File: src/rtl/ctxsw_pkg.sv
package ctxsw_pkg;

  localparam int WORD_W = 16;
  localparam int SLOTS  = 3;

  typedef logic [WORD_W-1:0] word_t;

  typedef enum logic [3:0] {
    PH_IDLE,
    PH_VEC_WP,
    PH_VEC_PC,
    PH_SAVE_WP,
    PH_SAVE_PC,
    PH_SAVE_ST,
    PH_RET_WP,
    PH_RET_PC,
    PH_RET_ST
  } phase_e;

  // clear the byte-select bit of an address
  function automatic word_t word_align(input word_t a);
    return {a[WORD_W-1:1], 1'b0};
  endfunction

  // byte address of workspace register idx
  function automatic word_t reg_slot(input word_t wp, input int unsigned idx);
    return word_align(wp + word_t'(idx * 2));
  endfunction

  // address of the word following a
  function automatic word_t next_word(input word_t a);
    return word_align(a + word_t'(2));
  endfunction

  function automatic phase_e phase_after(input phase_e p);
    case (p)
      PH_VEC_WP:  return PH_VEC_PC;
      PH_VEC_PC:  return PH_SAVE_WP;
      PH_SAVE_WP: return PH_SAVE_PC;
      PH_SAVE_PC: return PH_SAVE_ST;
      PH_RET_WP:  return PH_RET_PC;
      PH_RET_PC:  return PH_RET_ST;
      default:    return PH_IDLE;
    endcase
  endfunction

  function automatic logic is_final(input phase_e p);
    return (p == PH_SAVE_ST) || (p == PH_RET_ST);
  endfunction

  function automatic logic is_write(input phase_e p);
    return (p == PH_SAVE_WP) || (p == PH_SAVE_PC) || (p == PH_SAVE_ST);
  endfunction

  function automatic logic is_return(input phase_e p);
    return (p == PH_RET_WP) || (p == PH_RET_PC) || (p == PH_RET_ST);
  endfunction

endpackage

File: src/rtl/ctxsw_ctrl.sv
module ctxsw_ctrl
  import ctxsw_pkg::*;
(
  input  logic   clk,
  input  logic   rst_n,
  input  logic   swap_req,
  input  logic   ret_req,
  input  logic   xfer,
  output phase_e phase,
  output logic   start_swap,
  output logic   from_boot,
  output logic   start_ret,
  output logic   final_xfer,
  output logic   done
);

  phase_e phase_q;
  logic   boot_q;
  logic   done_q;
  logic   idle;

  assign idle       = (phase_q == PH_IDLE);
  assign from_boot  = idle && boot_q;
  assign start_swap = idle && (boot_q || swap_req);
  assign start_ret  = idle && !boot_q && !swap_req && ret_req;
  assign final_xfer = xfer && is_final(phase_q);

  always_ff @(posedge clk or negedge rst_n) begin
    if (!rst_n) begin
      phase_q <= PH_IDLE;
      boot_q  <= 1'b1;
      done_q  <= 1'b0;
    end else begin
      done_q <= final_xfer;
      if (start_swap) begin
        phase_q <= PH_VEC_WP;
        boot_q  <= 1'b0;
      end else if (start_ret) begin
        phase_q <= PH_RET_WP;
      end else if (xfer) begin
        phase_q <= phase_after(phase_q);
      end
    end
  end

  assign phase = phase_q;
  assign done  = done_q;

endmodule

File: src/rtl/ctxsw_state.sv
module ctxsw_state
  import ctxsw_pkg::*;
#(
  parameter logic [WORD_W-1:0] RESET_VEC = '0
) (
  input  logic   clk,
  input  logic   rst_n,
  input  phase_e phase,
  input  logic   start_swap,
  input  logic   from_boot,
  input  word_t  swap_ea,
  input  logic   xfer,
  input  word_t  rdata,
  output word_t  wp,
  output word_t  pc,
  output word_t  st,
  output word_t  ea,
  output word_t  new_wp,
  output word_t  old_wp,
  output word_t  old_pc,
  output word_t  old_st
);

  word_t wp_q, pc_q, st_q;
  word_t ea_q;
  word_t nwp_q, npc_q;
  word_t owp_q, opc_q, ost_q;

  // old context is snapshotted when a swap starts
  always_ff @(posedge clk or negedge rst_n) begin
    if (!rst_n) begin
      ea_q  <= RESET_VEC;
      owp_q <= '0;
      opc_q <= '0;
      ost_q <= '0;
    end else if (start_swap) begin
      ea_q  <= from_boot ? RESET_VEC : swap_ea;
      owp_q <= wp_q;
      opc_q <= pc_q;
      ost_q <= st_q;
    end
  end

  // fetched words are staged; the live context changes only on the last access
  always_ff @(posedge clk or negedge rst_n) begin
    if (!rst_n) begin
      wp_q  <= '0;
      pc_q  <= '0;
      st_q  <= '0;
      nwp_q <= '0;
      npc_q <= '0;
    end else if (xfer) begin
      case (phase)
        PH_VEC_WP, PH_RET_WP: nwp_q <= rdata;
        PH_VEC_PC, PH_RET_PC: npc_q <= rdata;
        PH_SAVE_ST: begin
          wp_q <= nwp_q;
          pc_q <= npc_q;
        end
        PH_RET_ST: begin
          wp_q <= nwp_q;
          pc_q <= npc_q;
          st_q <= rdata;
        end
        default: ;
      endcase
    end
  end

  assign wp     = wp_q;
  assign pc     = pc_q;
  assign st     = st_q;
  assign ea     = ea_q;
  assign new_wp = nwp_q;
  assign old_wp = owp_q;
  assign old_pc = opc_q;
  assign old_st = ost_q;

endmodule

File: src/rtl/ctxsw_port.sv
module ctxsw_port
  import ctxsw_pkg::*;
#(
  parameter int LINK_REG = 13
) (
  input  phase_e phase,
  input  word_t  ea,
  input  word_t  wp,
  input  word_t  new_wp,
  input  word_t  old_wp,
  input  word_t  old_pc,
  input  word_t  old_st,
  output logic   mem_req,
  output logic   mem_we,
  output word_t  mem_addr,
  output word_t  mem_wdata
);

  word_t slot_new [SLOTS];
  word_t slot_cur [SLOTS];

  for (genvar g = 0; g < SLOTS; g++) begin : g_slot
    assign slot_new[g] = reg_slot(new_wp, LINK_REG + g);
    assign slot_cur[g] = reg_slot(wp, LINK_REG + g);
  end

  assign mem_req = (phase != PH_IDLE);
  assign mem_we  = is_write(phase);

  always_comb begin
    mem_addr  = '0;
    mem_wdata = '0;
    case (phase)
      PH_VEC_WP:  mem_addr = word_align(ea);
      PH_VEC_PC:  mem_addr = next_word(ea);
      PH_SAVE_WP: begin mem_addr = slot_new[0]; mem_wdata = old_wp; end
      PH_SAVE_PC: begin mem_addr = slot_new[1]; mem_wdata = old_pc; end
      PH_SAVE_ST: begin mem_addr = slot_new[2]; mem_wdata = old_st; end
      PH_RET_WP:  mem_addr = slot_cur[0];
      PH_RET_PC:  mem_addr = slot_cur[1];
      PH_RET_ST:  mem_addr = slot_cur[2];
      default: ;
    endcase
  end

endmodule

File: src/rtl/ctxsw_seq.sv
module ctxsw_seq
  import ctxsw_pkg::*;
#(
  parameter int                LINK_REG  = 13,
  parameter logic [WORD_W-1:0] RESET_VEC = '0
) (
  input  logic              clk,
  input  logic              rst_n,
  input  logic              swap_req,
  input  logic [WORD_W-1:0] swap_ea,
  input  logic              ret_req,
  output logic              mem_req,
  output logic              mem_we,
  output logic [WORD_W-1:0] mem_addr,
  output logic [WORD_W-1:0] mem_wdata,
  input  logic [WORD_W-1:0] mem_rdata,
  input  logic              mem_rdy,
  output logic [WORD_W-1:0] wp,
  output logic [WORD_W-1:0] pc,
  output logic [WORD_W-1:0] st,
  output logic              busy,
  output logic              done
);

  phase_e phase;
  logic   start_swap, from_boot, start_ret;
  logic   final_xfer;
  logic   xfer;
  logic   ret_active;
  word_t  ea, new_wp, old_wp, old_pc, old_st;

  assign xfer       = mem_req && mem_rdy;
  assign ret_active = is_return(phase);
  assign busy       = mem_req;

  ctxsw_ctrl u_ctrl (
    .clk        (clk),
    .rst_n      (rst_n),
    .swap_req   (swap_req),
    .ret_req    (ret_req),
    .xfer       (xfer),
    .phase      (phase),
    .start_swap (start_swap),
    .from_boot  (from_boot),
    .start_ret  (start_ret),
    .final_xfer (final_xfer),
    .done       (done)
  );

  ctxsw_state #(.RESET_VEC(RESET_VEC)) u_state (
    .clk        (clk),
    .rst_n      (rst_n),
    .phase      (phase),
    .start_swap (start_swap),
    .from_boot  (from_boot),
    .swap_ea    (swap_ea),
    .xfer       (xfer),
    .rdata      (mem_rdata),
    .wp         (wp),
    .pc         (pc),
    .st         (st),
    .ea         (ea),
    .new_wp     (new_wp),
    .old_wp     (old_wp),
    .old_pc     (old_pc),
    .old_st     (old_st)
  );

  ctxsw_port #(.LINK_REG(LINK_REG)) u_port (
    .phase     (phase),
    .ea        (ea),
    .wp        (wp),
    .new_wp    (new_wp),
    .old_wp    (old_wp),
    .old_pc    (old_pc),
    .old_st    (old_st),
    .mem_req   (mem_req),
    .mem_we    (mem_we),
    .mem_addr  (mem_addr),
    .mem_wdata (mem_wdata)
  );

  // start_ret is consumed only inside the controller
  logic unused_start_ret;
  assign unused_start_ret = start_ret;

endmodule

File: config.mk
export PLATFORM = sky130hd
export DESIGN_NAME = ctxsw_seq
export DESIGN_NICKNAME = d
export VERILOG_FILES = /design/src/rtl/ctxsw_pkg.sv /design/src/rtl/ctxsw_ctrl.sv /design/src/rtl/ctxsw_state.sv /design/src/rtl/ctxsw_port.sv /design/src/rtl/ctxsw_seq.sv
export SDC_FILE = /design/constraint.sdc
export NUM_CORES = 1
export LEC_CHECK = 0
export ABC_CLOCK_PERIOD_IN_PS = 9700
export BUFFER_PORTS_ARGS = -buffer_cell sky130_fd_sc_hd__clkbuf_2
export CORE_MARGIN = 8
export CORE_UTILIZATION = 38
export DETAILED_ROUTE_END_ITERATION = 12
export HOLD_SLACK_MARGIN = 0.12
export PLACE_DENSITY = 0.63
export SYNTH_ARGS = -nofsm -noshare
export SYNTH_HDL_FRONTEND = slang
export SYNTH_SLANG_ARGS = --single-unit
File: constraint.sdc
create_clock -name clk -period 9.7 [get_ports clk]
set_input_delay 1.94 -clock clk [delete_from_list [all_inputs] [get_ports clk]]
set_output_delay 1.94 -clock clk [all_outputs]
set_load 0.005 [all_outputs]
# --- Word-level counts from Yosys, hierarchy flattened ---
# Index checks and enable logic that the tools add are counted.
classes:
  add_sub_neg: 7
  n_eq_ne: 8
  mux: 7
  n_reduce_logical: 23
op_table:
  columns: ["cell", "n"]
  rows:
  - ["one-hot mux 16 bit (8 select lines)", 1]
  - ["adder 16 x 5 -> 16 bit, second input constant", 6]
  - ["one-hot mux 16 bit (3 select lines)", 1]
  - ["one-hot mux 4 bit (6 select lines)", 1]
  - ["adder 16 x 2 -> 16 bit, second input constant", 1]
  - ["== test 4 x 3 -> 1 bit, second input constant", 4]
  - ["2-to-1 mux 16 bit", 1]
  - ["2-to-1 mux 4 bit", 3]
  - ["== test 4 x 2 -> 1 bit, second input constant", 2]
  - ["AND reduction 2 bit", 4]
  - ["logical AND 1 bit", 7]
  - ["OR reduction 2 bit", 3]
  - ["== test 4 x 1 -> 1 bit, second input constant", 1]
  - ["== test 4 bit, second input constant", 1]
  - ["logical NOT 4 bit", 1]
  - ["logical OR 1 bit", 4]
  - ["nonzero test 4 bit", 1]
  - ["nonzero test 3 bit", 1]
  - ["logical NOT 1 bit", 2]
totals:
  reg_bits: 150
  inputBits: 37
  output_inout_bits: 84
  wordCells: 57

# --- Longest topological paths before layout ---
depth:
  depth_word: 6
  depth_mapped: 13

# --- Modules after synthesis ---
# A second synthesis with hierarchy kept.
unflattened:
  hier_cells: 1009
  area_unflattened_um2: 9587.9
by_module_without_submodules:
  columns: ["module", "n_inst", "cells_per_inst", "area_per_inst_um2"]
  rows:
  - ["ctxsw_state", 1, 505, 6309.8]
  - ["ctxsw_port", 1, 465, 2934.1]
  - ["ctxsw_ctrl", 1, 37, 330.3]
  - ["ctxsw_seq", 1, 2, 13.8]

# --- Least setup slack after synthesis ---
# No wires, ideal clock.
synth_path:
  path_type: "register -> output"
  start: "register u_ctrl.phase_q[0] (netlist: u_ctrl.phase[0])"
  end: "output mem_addr[13]"
  arrival_ns: 2.869
  required_ns: 7.760
  slack_ns: 4.891
  path_stages_with_launch: 12
  path_buffers: 3
  path_cell_list: "dfrtp_1 -> buf_6 -> nor4b_1 -> buf_2 -> buf_1 -> mux2i_1 -> ha_1 -> nor3b_1 -> nor4_4 -> o21ba_2 -> a221o_1 -> nand4_1"
synth_between:
  elab_chain_len: 2
  word_cells_on_any_way: 9
synth_lines:
  columns: ["item", "line_no", "text"]
  rows:
  - ["start: declaration", "ctxsw_ctrl.sv:17", "phase_e phase_q;"]
  - ["start signal: assignment", "ctxsw_ctrl.sv:41", "phase_q <= phase_after(phase_q);"]
  - ["== test 4 bit (tied with other cells)", "ctxsw_port.sv:33", "case (phase)"]
  - ["one-hot mux 16 bit (8 select lines) *", "ctxsw_port.sv:33", null]
  - ["end: declaration", "ctxsw_seq.sv:14", "output logic [WORD_W-1:0] mem_addr,"]
# Every way passes the cells marked *; elsewhere a longest branch is shown, timed or not.

# --- Worst setup path after layout ---
layout_path:
  start: "register u_ctrl.phase_q[2] (netlist: u_ctrl.phase[2])"
  end: "output mem_addr[5]"
# The elaborated chain is that of the path after synthesis.

==> results.sh <==
export IMPL_status="completed"
export IMPL_io_buffers=118
export IMPL_ys_ff_latch=149
export IMPL_wl_met2_mm=12.2
export IMPL_p_int_mw=1.97
export IMPL_top_layer="met4"
export IMPL_io_pins=121
export IMPL_cp_end_kind="output port"
export IMPL_gp_congestion=0.924
export IMPL_drt_drc_violations_left=0
export IMPL_most_common_layout_cells="nand2_1, dfrtp_1, clkbuf_2, mux2_2, o21ai_0"
export IMPL_synthFlopType="dfrtp_1"
export IMPL_clkSinkCount=149
export IMPL_post_route_cell_area_sq_um=9990
export IMPL_cts_root_buf="clkbuf_16"
export IMPL_synthSimpleGateAreaFrac_pct=22.0
export IMPL_routed_wl_mm=26.5
export IMPL_cts_clk_slew_worst_paths_ps=70
export IMPL_crit_arrival_ps=4340
export IMPL_area_delta_synth_final_pct=14.9
export IMPL_dp_hpwl_mm=18.2
export IMPL_synth_cell_types=70
export IMPL_fin_setup_tns_ps=0
export IMPL_irDropWorstVdd_mv=0.136
export IMPL_synth_compound_area_share_pct=11.4
export IMPL_wl_met3_mm=1.67
export IMPL_hp_start="u_state.old_pc[6]$_DFFE_PN0P_"
export IMPL_synth_avg_cell_area_sq_um=8.97
export IMPL_mostFrequentLayoutCell="nand2_1"
export IMPL_rsz0062_at_grt="false"
export IMPL_synth_warnings=0
export IMPL_syn_area_sq_um=8690
export IMPL_core_area_sq_um=22600
export IMPL_p_per_area_nw_per_um2=351
export IMPL_htreeDepth=4
export IMPL_hold_viol=0
export IMPL_vias_per_cell=5.59
export IMPL_drive_gt1_share_pct=25.2
export IMPL_n_antenna_cell=0
export IMPL_cts_repair_resized=0
export IMPL_cts_buffers=17
export IMPL_clock_path_buffers=2
export IMPL_antenna_found_initial=0
export IMPL_synthAdderAreaFrac_pct=0.576
export IMPL_fin_crit_sh_pct=64.8
export IMPL_power_switching_mw=1.53
export IMPL_synth_fp_nets=1010
export IMPL_cts_tree="yes"
export IMPL_cp_startpoint="u_ctrl.phase[2]$_DFFE_PN0P_"
export IMPL_seqPwrFrac_pct=38.0
export IMPL_drt_first_pass_iters=5
export IMPL_switching_share_pct=43.7
export IMPL_fin_nets=1071
export IMPL_grt_overflow=0
export IMPL_combPwrFrac_pct=43.8
export IMPL_worst_slew_margin_rel_pct=20.4
export IMPL_start_util_pct=38.5
export IMPL_pwr_share_clk_pct=18.2
export IMPL_crit_path_start_kind="flip-flop"
export IMPL_synth_top_family_by_area="simple AND/OR/NAND/NOR gates"
export IMPL_insertion_delay_ps=420
export IMPL_holdCritPathClass="flip-flop to flip-flop"
export IMPL_holdBufCountCts=0
export IMPL_die_height_um=167
export IMPL_postSynthCellCount=969
export IMPL_p_leak_nw=4.59
export IMPL_grt_pass1_vias=7325
export IMPL_fin_worst_skew_ps=8.07
export IMPL_synth_edf_count=0
export IMPL_postRouteAntennaNets=0
export IMPL_nFillCells=2252
export IMPL_cap_violations=0
export IMPL_drt_met1_wl_mm=11.9
export IMPL_worst_pin_slew_ps=1190
export IMPL_dpl_instance_area_sq_um=9420
export IMPL_cp_required_ps=7760
export IMPL_fmax_ghz=0.159
export IMPL_vias=7427
export IMPL_multi_input_area_sq_um=4640
export IMPL_drtIter0Drc=668
export IMPL_finalCriticalPeriod_ps=6280
export IMPL_critical_path_class="flip-flop to output port"
export IMPL_regArea_sq_um=3730
export IMPL_ys_seq_area_share_pct=42.9
export IMPL_post_cts_setup_buffers=0
export IMPL_r2r_start="u_ctrl.phase[0]$_DFFE_PN0P_"
export IMPL_num_rows=55
export IMPL_critPathMaxFanout=18
export IMPL_dieArea_sq_um=28000
export IMPL_postSynth_asyncResetShare_pct=100
export IMPL_die_w_um=167
export IMPL_grt_pass1_wl_mm=42.2
export IMPL_synth_xor_area_share_pct=5.44
export IMPL_post_drt_wl_per_cell_um=20.0
export IMPL_grt_max_degree=82
export IMPL_grt_use_total_pct=19.0
export IMPL_slew_viol_final=0
export IMPL_setup_viol=0
export IMPL_synthMuxAreaShare_pct=13.2
==> final cells by class <==
type / count / area share, %
multi-input combinational: 729 / 46.4
clock buffer: 20 / 4.47
tap: 285 / 3.57
timing repair buffer: 130 / 6.88
inverter: 3 / 0.113
sequential: 149 / 37.3
clock inverter: 12 / 1.20
==> critical path, stage by stage (launching register included) <==
cell and delay (ps):
dfrtp_1 740, nor4bb_4 1070, o21ai_0 200, ha_1 300, nor3_1 390, xnor2_1 110, a22oi_1 230, o311ai_0 280
a221oi_1 300, o21ai_0 150, clkbuf_2 140
==> final timing paths <==
path | end | slack, ps | cells after the start
setup / recovery | mem_addr[5] | 3420 | 10
hold / removal | u_state.old_pc[6]$_DFFE_PN0P_ | 470 | 2
setup reg to reg | u_state.pc[5]$_DFFE_PN0P_ | 6190 | 5
hold reg to reg | u_state.old_pc[6]$_DFFE_PN0P_ | 470 | 2
max in group asynchronous | u_state.npc_q[2]$_DFFE_PN0P_ | 6690 | 2
min in group asynchronous | u_state.new_wp[7]$_DFFE_PN0P_ | 1530 | 1
==> metal layers <==
metal  global-route usage [%]  up-vias
met5                        0        -
met4                     7.69        0
met3                     3.62       41
met2                     29.5      300
met1                     25.6     3598
li1                         -     3488
==> power by group through the flow <==
stage / Clock [mW] / Combinational, mW / Sequential [mW]
4_1_cts: 0.655 / 1.55 / 1.32
6_report: 0.637 / 1.53 / 1.33
5_1_grt: 0.679 / 1.71 / 1.38
3_5_place_dp: 0 / 1.55 / 1.33
3_3_place_gp: 0 / 1.52 / 1.32
2_1_floorplan: 0 / 1.16 / 1.08
==> state kept, by name, indices dropped and copies added, names as in the netlist <==
| register | cells |
|---|---|
| u_ctrl.boot_q | 1 |
| u_ctrl.done | 1 |
| u_ctrl.phase | 4 |
| u_state.ea | 15 |
| u_state.new_wp | 16 |
| u_state.npc_q | 16 |
| u_state.old_pc | 16 |
| u_state.old_st | 16 |
| u_state.old_wp | 16 |
| u_state.pc | 16 |
| u_state.st | 16 |
| u_state.wp | 16 |
==> cell usage after synthesis, types with 4 or more instances <==
library cell	number	area, sq um
nor4_1	14	87.6
buf_2	13	65.1
o21ai_0	45	225
o22ai_1	4	25.0
a21oi_1	22	110
nor3b_1	5	37.5
xnor2_1	36	315
and3_1	7	43.8
dfrtp_1	148	3700
nand2b_1	16	100
o211ai_1	13	97.6
nand4_1	12	75.1
a31oi_1	6	37.5
buf_1	8	30.0
mux2i_1	21	210
nor2b_1	7	43.8
and2_1	4	25.0
nor3_1	21	105
nor2_1	37	139
a22oi_1	25	188
xor2_1	18	158
clkbuf_1	62	233
ha_1	4	50.1
nand3_1	23	115
mux2_2	83	935
nand2_1	250	938
==> logic make-up (layout without fill, tap and decap cells) <==
family                   count (synthesis)  count (layout)
AO/OA/AOI/OAI                          149             149
buffers and inverters                   91             165
flip-flops                             149             149
AND/OR/NAND/NOR                        417             417
other                                    1               1
multiplexers                           104             104
XOR/XNOR                                54              54
adder cells (fa/ha/maj)                  4               4
==> per-stage QoR <==
step	setup WS [ps]	util [%]	hold slack (ps)	std cells	power, mW
floorplan	4890	-	446	969	2.25
global placement	3950	41.7	458	1296	2.84
detailed placement	3950	41.7	463	1296	2.87
CTS	3460	44.3	478	1328	3.53
global route	3070	44.3	489	1328	3.77
finish	3420	44.3	474	1328	3.50
No activity file was read; power rests on OpenSTA's default activity.
